File: src/rtl/bbs_pkg.sv
// Package bbs_pkg
// Shared types for the modular-squaring bit generator.
// Assumes nothing beyond the including modules using these names.
package bbs_pkg;

    // Controller phase: idle, forming X0 from the seed, producing bits.
    typedef enum logic [1:0] {
        PH_IDLE = 2'd0,
        PH_SEED = 2'd1,
        PH_RUN  = 2'd2
    } bbs_phase_e;

    // Width of the output byte register.
    localparam int unsigned BYTE_W = 8;

endpackage

File: src/rtl/bbs_modsq.sv
// Module bbs_modsq
// Iterative modular squarer: computes (a * a) mod n, MSB-first shift-add,
// one multiplier bit per cycle. A one-cycle go pulse loads the operands.
// The result appears with a one-cycle done pulse W cycles after go is sampled.
// Assumes: n is odd and at least 3, and a < n. The result then lies in [0, n-1].
module bbs_modsq #(
    parameter int unsigned W = 16
) (
    input  logic         clk,
    input  logic         rst_n,
    input  logic         go,
    input  logic [W-1:0] opnd,
    input  logic [W-1:0] nmod,
    output logic         done,
    output logic [W-1:0] result
);
    localparam int unsigned CW = $clog2(W + 1);

    logic [W-1:0]  a_q;
    logic [W-1:0]  b_q;
    logic [W-1:0]  n_q;
    logic [W-1:0]  acc_q;
    logic [CW-1:0] cnt_q;
    logic          run_q;
    logic [W:0]    dbl;
    logic [W:0]    dbl_red;
    logic [W:0]    sum;
    logic [W:0]    sum_red;

    // One interleaved step: acc = (2*acc + bit*a) mod n, two conditional subtracts.
    always_comb begin
        dbl     = {acc_q, 1'b0};
        dbl_red = (dbl >= {1'b0, n_q}) ? dbl - {1'b0, n_q} : dbl;
        sum     = b_q[W-1] ? dbl_red + {1'b0, a_q} : dbl_red;
        sum_red = (sum >= {1'b0, n_q}) ? sum - {1'b0, n_q} : sum;
    end

    // Operand load, iteration and completion strobe.
    always_ff @(posedge clk) begin
        if (!rst_n) begin
            a_q   <= '0;
            b_q   <= '0;
            n_q   <= '0;
            acc_q <= '0;
            cnt_q <= '0;
            run_q <= 1'b0;
            done  <= 1'b0;
        end else begin
            done <= 1'b0;
            if (go) begin
                a_q   <= opnd;
                b_q   <= opnd;
                n_q   <= nmod;
                acc_q <= '0;
                cnt_q <= CW'(W);
                run_q <= 1'b1;
            end else if (run_q) begin
                acc_q <= sum_red[W-1:0];
                b_q   <= {b_q[W-2:0], 1'b0};
                cnt_q <= cnt_q - 1'b1;
                if (cnt_q == CW'(1)) begin
                    run_q <= 1'b0;
                    done  <= 1'b1;
                end
            end
        end
    end

    assign result = acc_q;

endmodule

File: src/rtl/bbs_bytepack.sv
// Module bbs_bytepack
// Collects single bits into a BW-bit register. A new bit enters at the top,
// and older bits move toward bit 0. Pulses byte_valid for one cycle when
// the BW-th bit of a group has entered.
// Assumes bit_en is never high on two consecutive cycles or more (the
// generator guarantees this).
module bbs_bytepack #(
    parameter int unsigned BW = 8
) (
    input  logic          clk,
    input  logic          rst_n,
    input  logic          bit_en,
    input  logic          bit_in,
    output logic [BW-1:0] byte_out,
    output logic          byte_valid
);
    localparam int unsigned CW = $clog2(BW);

    logic [BW-1:0] sr_q;
    logic [CW-1:0] cnt_q;

    // Shift in each bit and count bits within the group.
    always_ff @(posedge clk) begin
        if (!rst_n) begin
            sr_q       <= '0;
            cnt_q      <= '0;
            byte_valid <= 1'b0;
        end else begin
            byte_valid <= 1'b0;
            if (bit_en) begin
                sr_q  <= {bit_in, sr_q[BW-1:1]};
                cnt_q <= cnt_q + 1'b1;
                if (cnt_q == CW'(BW - 1)) begin
                    byte_valid <= 1'b1;
                end
            end
        end
    end

    assign byte_out = sr_q;

endmodule

File: src/rtl/bbs_bitgen.sv
// Module bbs_bitgen (top)
// Modular-squaring pseudorandom bit generator. On an accepted start it
// captures the modulus and squares the seed to form X0. It then squares
// the state once per step, emitting bit 0 of each new state into a byte
// packer. It runs until reset.
// Assumes the host supplies a modulus that is a product of suitable primes
// and a seed coprime to it. Only odd/size/range checks are made here.
module bbs_bitgen #(
    parameter int unsigned W = 16
) (
    input  logic                      clk,
    input  logic                      rst_n,
    input  logic                      start,
    input  logic [W-1:0]              modulus,
    input  logic [W-1:0]              seed,
    output logic                      busy,
    output logic                      cfg_err,
    output logic [W-1:0]              state_out,
    output logic                      state_valid,
    output logic [bbs_pkg::BYTE_W-1:0] byte_out,
    output logic                      byte_valid
);
    import bbs_pkg::*;

    bbs_phase_e   ph_q;
    logic [W-1:0] n_q;
    logic [W-1:0] x_q;
    logic         cfg_ok;
    logic         accept;
    logic         sq_go;
    logic         sq_done;
    logic [W-1:0] sq_res;
    logic [W-1:0] sq_opnd;
    logic [W-1:0] sq_n;
    logic         bit_en;

    // Configuration check on the live inputs.
    always_comb begin
        cfg_ok = (modulus >= W'(3)) && modulus[0] && (seed < modulus);
    end

    assign accept  = (ph_q == PH_IDLE) && start && cfg_ok;
    // Launch a squaring on acceptance or right after each completed one.
    assign sq_go   = accept || (sq_done && (ph_q != PH_IDLE));
    assign sq_opnd = (ph_q == PH_IDLE) ? seed : sq_res;
    assign sq_n    = (ph_q == PH_IDLE) ? modulus : n_q;
    assign bit_en  = sq_done && (ph_q == PH_RUN);

    // Phase control, configuration capture and state register.
    always_ff @(posedge clk) begin
        if (!rst_n) begin
            ph_q        <= PH_IDLE;
            n_q         <= '0;
            x_q         <= '0;
            cfg_err     <= 1'b0;
            state_valid <= 1'b0;
        end else begin
            state_valid <= 1'b0;
            case (ph_q)
                PH_IDLE: begin
                    if (start) begin
                        if (cfg_ok) begin
                            ph_q    <= PH_SEED;
                            n_q     <= modulus;
                            cfg_err <= 1'b0;
                        end else begin
                            cfg_err <= 1'b1;
                        end
                    end
                end
                PH_SEED: begin
                    if (sq_done) begin
                        x_q         <= sq_res;
                        state_valid <= 1'b1;
                        ph_q        <= PH_RUN;
                    end
                end
                PH_RUN: begin
                    if (sq_done) begin
                        x_q         <= sq_res;
                        state_valid <= 1'b1;
                    end
                end
                default: ph_q <= PH_IDLE;
            endcase
        end
    end

    assign busy      = (ph_q != PH_IDLE);
    assign state_out = x_q;

    bbs_modsq #(.W(W)) u_sq (
        .clk    (clk),
        .rst_n  (rst_n),
        .go     (sq_go),
        .opnd   (sq_opnd),
        .nmod   (sq_n),
        .done   (sq_done),
        .result (sq_res)
    );

    bbs_bytepack #(.BW(BYTE_W)) u_pack (
        .clk        (clk),
        .rst_n      (rst_n),
        .bit_en     (bit_en),
        .bit_in     (sq_res[0]),
        .byte_out   (byte_out),
        .byte_valid (byte_valid)
    );

endmodule

File: config.mk
export PLATFORM = sky130hd
export DESIGN_NAME = bbs_bitgen
export DESIGN_NICKNAME = d
export VERILOG_FILES = /design/src/rtl/bbs_pkg.sv /design/src/rtl/bbs_modsq.sv /design/src/rtl/bbs_bytepack.sv /design/src/rtl/bbs_bitgen.sv
export SDC_FILE = /design/constraint.sdc
export NUM_CORES = 1
export LEC_CHECK = 0
export BUFFER_PORTS_ARGS = -buffer_cell sky130_fd_sc_hd__buf_2
export CAP_MARGIN = 20
export CORE_AREA = 2 2 145 111
export CTS_CLUSTER_SIZE = 40
export DETAILED_ROUTE_END_ITERATION = 6
export DIE_AREA = 0 0 147 113
export PLACE_DENSITY = 0.77
export SLEW_MARGIN = 25
export SYNTH_ARGS = -nofsm -noshare
export SYNTH_HDL_FRONTEND = slang
export SYNTH_SLANG_ARGS = --single-unit
File: constraint.sdc
create_clock -name clk -period 6.7 [get_ports clk]
set_input_delay 1.34 -clock clk [delete_from_list [all_inputs] [get_ports clk]]
set_output_delay 1.34 -clock clk [all_outputs]
set_load 0.1 [all_outputs]
**Word-level counts from Yosys, hierarchy flattened**

Cells that the tools add are included.

- $lt $le $gt $ge: 4
- Bitwise logic cells: 3
- Eq/ne operators: 7
- Reduce and logical (&&, ||, !) cells: 19
- $add $sub $neg: 5
- Multiplexer cells: 20

Operators with widths:

| cell | count |
|---|---|
| $mux W16 | 5 |
| $ge A17 B16 Y1 | 2 |
| $mux W17 | 2 |
| $add A17 B16 Y17 | 1 |
| $sub A17 B16 Y17 | 1 |
| $ge A16 B2 Y1 const B | 1 |
| $lt A16 B16 Y1 | 1 |
| $sub A16 B16 Y16 | 1 |
| $mux W5 | 2 |
| $reduce_and A2 Y1 | 4 |
| $mux W1 | 7 |
| $logic_and A1 B1 Y1 | 6 |
| $mux W2 | 3 |
| $pmux W2 S3 | 1 |
| $eq A5 B1 Y1 const B | 1 |
| $sub A5 B1 Y5 const B | 1 |
| $ne A2 B2 Y1 const B | 2 |
| $reduce_and A4 Y1 | 1 |
| $reduce_bool A2 Y1 | 2 |
| $reduce_or A2 Y1 | 2 |
| $add A3 B1 Y3 const B | 1 |
| $eq A3 B3 Y1 const B | 1 |
| $not A1 Y1 | 3 |
| $reduce_and A3 Y1 | 1 |
| 6 further kinds | 6 |

- Output and inout port bits: 28
- Bits of input ports: 35
- Logic and storage cells: 74
- Bits in registers: 119

**Depth between registers and ports, before layout**

- Word-level depth: 6
- Mapped depth: 31
- Depth with buffers taken out: 29

**Hierarchy**

From an unflattened synthesis, not the netlist that was laid out.

- Cells, all modules: 991
- Area total of the unflattened synthesis: 8,488.1 um^2

By module, submodules not included:

| module | area an instance (um^2) | seq. area each (um^2) | cells each | times used |
|---|---|---|---|---|
| bbs_modsq | 5,729.2 | 1,421.4 | 688 | 1 |
| bbs_bitgen | 2,285.9 | 720.7 | 264 | 1 |
| bbs_bytepack | 473.0 | 240.2 | 39 | 1 |

**Least setup slack after synthesis**

No wires, ideal clock.

- Path kind: register to register
- Start: register u_sq.n_q[6]
- End: register u_sq.acc_q[10], in the netlist u_sq.result[10]
- Cell stages (with the launch flop): 28
- Library setup time: 133 ps
- Slack: 484 ps
- Required time: 6,567 ps
- Period minus slack after synthesis: 6,216 ps
- Buffers on the path: 2
- Data arrival time: 6,083 ps
- Cells stage by stage: dfxtp_1 -> inv_1 -> ha_1 -> a21oi_1 -> o21ai_0 -> and2_1 -> o311ai_2 -> a21oi_2 -> buf_2 -> mux2i_1 -> inv_1 -> ha_1 -> a21oi_1 -> o221ai_1 -> a21oi_1 -> o31a_1 -> o21bai_1 -> xor2_1 -> mux2_2 -> ha_1 -> nand2_1 -> or3_1 -> o221ai_1 -> and4bb_2 -> nor2_4 -> buf_6 -> mux2i_1 -> a21oi_1

- Word-level cells in the longest chain between the ends: 6
- Elaborated cells on any way between the ends: 8
- Those cells by class: add/sub: 3; order compare: 2; mux: 3

RTL lines:

| item | line | text |
|---|---|---|
| from (decl) | bbs_modsq.sv:21 | `logic [W-1:0] n_q;` |
| from (signal assigned) | bbs_modsq.sv:53 | `n_q <= nmod;` |
| $sub A17 B16 Y17 / $ge A17 B16 Y1 (equally long branches) | bbs_modsq.sv:33 | `dbl_red = (dbl >= {1'b0, n_q}) ? dbl - {1'b0, n_q} : dbl;` |
| $mux W17 | bbs_modsq.sv:33 |  |
| $add A17 B16 Y17 | bbs_modsq.sv:34 | `sum = b_q[W-1] ? dbl_red + {1'b0, a_q} : dbl_red;` |
| $mux W17 | bbs_modsq.sv:34 |  |
| $sub A16 B16 Y16 / $ge A17 B16 Y1 (equally long branches) | bbs_modsq.sv:35 | `sum_red = (sum >= {1'b0, n_q}) ? sum - {1'b0, n_q} : sum;` |
| $mux W16 (*) | bbs_modsq.sv:35 |  |
| to (signal assigned) | bbs_modsq.sv:58 | `acc_q <= sum_red[W-1:0];` |
| to (decl) | bbs_modsq.sv:22 | `logic [W-1:0] acc_q;` |

Every way passes the cells marked *; elsewhere a longest branch is shown, timed or not.
A chain may end at the register's enable or synchronous reset.

**Worst setup path in the final report**

- Start: register u_sq.n_q[10]
- End: register u_sq.acc_q[8], in the netlist u_sq.result[8]

- Word-level cells in the longest chain between the ends: 6
- Elaborated cells on any way between the ends: 8
- Those cells by class: add/sub: 3; order compare: 2; mux: 3

RTL lines:

| item | line |
|---|---|
| $sub A17 B16 Y17 / $ge A17 B16 Y1 (equally long branches) | bbs_modsq.sv:33 |
| $mux W17 | bbs_modsq.sv:33 |
| $add A17 B16 Y17 | bbs_modsq.sv:34 |
| $mux W17 | bbs_modsq.sv:34 |
| $ge A17 B16 Y1 / $sub A16 B16 Y16 (equally long branches) | bbs_modsq.sv:35 |
| $mux W16 (*) | bbs_modsq.sv:35 |

Marks and branches as above.

==> flow_summary.yaml <==
run_status:
  status: "finished, final reports clean"
logic_synthesis:
  avgSynthCellArea_um2: 8.384
  yosysSeqAreaShare_pct: 29.02
  syn-num-nets: 1089
  synth_edf_count: 0
  synth_top_area_cell: "dfxtp_1"
  synth_cell_types: 65
  async_flop_share_pct: 0
  synth_seq_cells: 119
  synth_top_area_share_pct: 29.02
  synthCells: 979
  yosys-top-cells-area: "dfxtp_1 (29%), ha_1 (11%), mux2i_1 (7.7%), nand2_1 (5.4%), a21oi_1 (4.6%)"
  syn_area_um2: 8208
  synth_flop_cell: "dfxtp_1"
  yosys_warnings: 0
timing:
  timing.final.crit_share_pct: 96.46
  clock.fmax_ghz: 0.1547
  setup_tns_ns: 0
  hold_viol: 0
  fin_skew_ns: 0.01008
  setup_viol: 0
  slew_headroom_pct: 37.81
  min_period_ns: 6.463
  tightest_slew_ns: 0.9329
  slew_viol_final: 0
place:
  dpl_cell_area_um2: 8991
  portBuffers: 62
  hpwl_um: 18310
  routabilityCongestion: 1.025
  place_inst: 1255
clocking:
  cts_sinks: 119
  cts-root-buf: "clkbuf_16"
  cts.clk_slew.worst_paths_ns: 0.06
  h-tree-depth: 4
  cts_tree: "yes"
  cts_buffers: 17
  clock_latency_ns: 0.42
  clk_path_buf_depth: 2
detailed_routing:
  drc: 0
  drt_iter0_drc: 779
  final_antenna_net_count: 0
  firstDrtPassIters: 6
  wirelength_um: 24680
  vias: 7684
  avgRoutedWirePerCell_um: 19.10
  avgViaCountPerCell: 5.947
worst_setup_path:
  crit_required_ns: 6.97
  worstSetupEndpointType: "flop"
  crit_type: "reg2reg"
  arrival_ns: 6.73
  crit_fanout: 8
  start_kind: "flop"
die:
  core_region_area_um2: 15130
  fp.dieArea_um2: 16610
  start_util_pct: 54.26
  ios: 63
  fp.dieH_um: 113
  rows: 39
  die_w_um: 147
power_and_ir_drop:
  clockPowerShare_pct: 20.7
  swShare_pct: 43.22
  p_seq_share_pct: 16.4
  vdd.ir_drop.worst_v: 0.0002639
  internal-power_mw: 2.750
  p_sw_mw: 2.093
  power.leakage_nw: 4.504
  cellPowerDensity_nw_per_um2: 495.2
  p_comb_share_pct: 62.9
cells_and_area:
  drive_gt1_share_pct: 19.04
  design_area_um2: 9782
  num_antenna_cells: 0
  fin_cells: 1292
  syn2layout_area_growth_pct: 19.18
  final_nets: 1184
  fill_cells: 1305
job:
  cap_violations: 0
global_route:
  grt_overflow_total: 0
  antenna_found_initial: 1
  grt_max_degree: 86
  grt_pass1_wl_um: 39420
  grtUsageTotal_pct: 30.29
  first_global_vias: 7300
worst_hold_path:
  hold_class: "reg2reg"
==> per-stage QoR <==
step | setup slack, ns | utilization [%] | total power, mW | hold slack, ns
floorplan | 0.4841 | - | 2.819 | 0.4400
global placement | -0.03173 | 59.44 | 3.530 | 0.4489
detailed placement | -0.1311 | 59.44 | 3.532 | 0.4553
CTS | 0.07881 | 63.90 | 4.596 | 0.4670
global route | -0.05373 | 64.66 | 5.119 | 0.4858
finish | 0.2370 | 64.66 | 4.844 | 0.4620
==> cell type report <==
| type | instances | area (um2) | share of cell area [%] |
|---|---|---|---|
| inverter | 59 | 221.5 | 2.264 |
| sequential | 119 | 2386 | 24.39 |
| clock inverter | 13 | 195.2 | 1.995 |
| multi-input combinational | 762 | 5555 | 56.79 |
| timing repair buffer | 115 | 724.4 | 7.406 |
| tap | 205 | 256.5 | 2.622 |
| clock buffer | 19 | 442.9 | 4.528 |
==> what timing repair did <==
action / in CTS / in global routing
endpoints found under the setup margin: 16 / 16
gates cloned: 1 / 0
hold buffers: 0 / 0
buffers inserted: 1 / 3
resized for setup: 4 / 15
pin swaps: 2 / 6
==> power groups by stage <==
| stage | clock network (mW) | logic, mW | registers [mW] |
|---|---|---|---|
| CTS | 1.01 | 2.80 | 0.793 |
| detailed placement | 0 | 2.72 | 0.808 |
| global route | 1.04 | 3.28 | 0.799 |
| floorplan | 0 | 2.02 | 0.799 |
| global placement | 0 | 2.72 | 0.807 |
| finish | 1.00 | 3.05 | 0.795 |
==> per-layer routing <==
metal	track usage (%)	routed length [um]	part of all wire, %	vias up
met5	0	0	0	-
li1	-	-	-	3693
met3	5.685	2546	10	35
met4	9.359	455	1.8	0
met1	44.85	11380	46	3571
met2	44.66	10300	42	385
==> flip-flops by register name, indices dropped and copies added (netlist names), 2 cells and up <==
| register | cells |
|---|---|
| u_pack.byte_out | 8 |
| ph_q | 2 |
| u_sq.result | 16 |
| n_q | 16 |
| u_pack.cnt_q | 3 |
| u_sq.n_q | 16 |
| state_out | 16 |
| u_sq.a_q | 16 |
| u_sq.b_q | 16 |
| u_sq.cnt_q | 5 |
==> logic make-up (layout without fill, tap and decap cells) <==
kind of cell / Yosys count / count (layout) / synth area share [%]
xor gates and xnor gates: 41 / 41 / 4.375
DFF: 119 / 119 / 29.02
adders and majority gates: 75 / 75 / 11.71
muxes: 95 / 95 / 12.07
AOI/OAI and AO/OA: 263 / 263 / 21.43
buffers and inverters: 99 / 206 / 4.634
and+or+nand+nor: 287 / 288 / 16.75
==> path summary, 6_finish.rpt <==
check / start / end / slack, ns / cells past startpoint
max reg2reg: u_sq.n_q[10] / u_sq.result[8] / 0.24 / 24
min: state_out[0] / state_out[0] / 0.46 / 2
max: u_sq.n_q[10] / u_sq.result[8] / 0.24 / 24
min reg2reg: state_out[0] / state_out[0] / 0.46 / 2
==> synth_stat cells (28+ instances only) <==
master and instances:
o21ai_0 58, mux2_2 32, clkbuf_1 34, a21boi_0 28, inv_1 59, nand2_1 117
xnor2_1 30, ha_1 72, dfxtp_1 119, a21oi_1 75, nor2_1 62, mux2i_1 63
==> layout by cell type, fill, tap and decap left out, types with 20 or more instances in the layout <==
master    Yosys  final
a21boi_0     28     28
ha_1         72     68
o21ai_0      58     58
dfxtp_1     119    118
buf_4         0     51
inv_1        59     59
a21o_1       20     20
buf_2         1     62
a21oi_1      75     70
mux2_2       32     32
nor2_1       62     62
xnor2_1      30     30
mux2i_1      63     62
nand2_1     117    117
==> critical path, cell delays in order, from the launching register on <==
cell	delay, ns
dfxtp_1	0.31
inv_1	0.09
ha_2	0.31
a21o_1	0.25
and2_1	0.18
or3_1	0.36
o311ai_4	0.42
a21oi_4	0.19
mux2_2	0.34
ha_1	0.36
nand3_1	0.11
o221ai_1	0.21
a21oi_1	0.13
o31a_1	0.36
o31ai_1	0.29
xor2_1	0.10
mux2_2	0.32
ha_1	0.36
nand2_1	0.10
or3_1	0.33
o221ai_2	0.27
and4bb_4	0.32
nor2_4	0.26
mux2i_1	0.24
a21oi_1	0.09
Note: power is estimated with default switching activity, not from simulation.
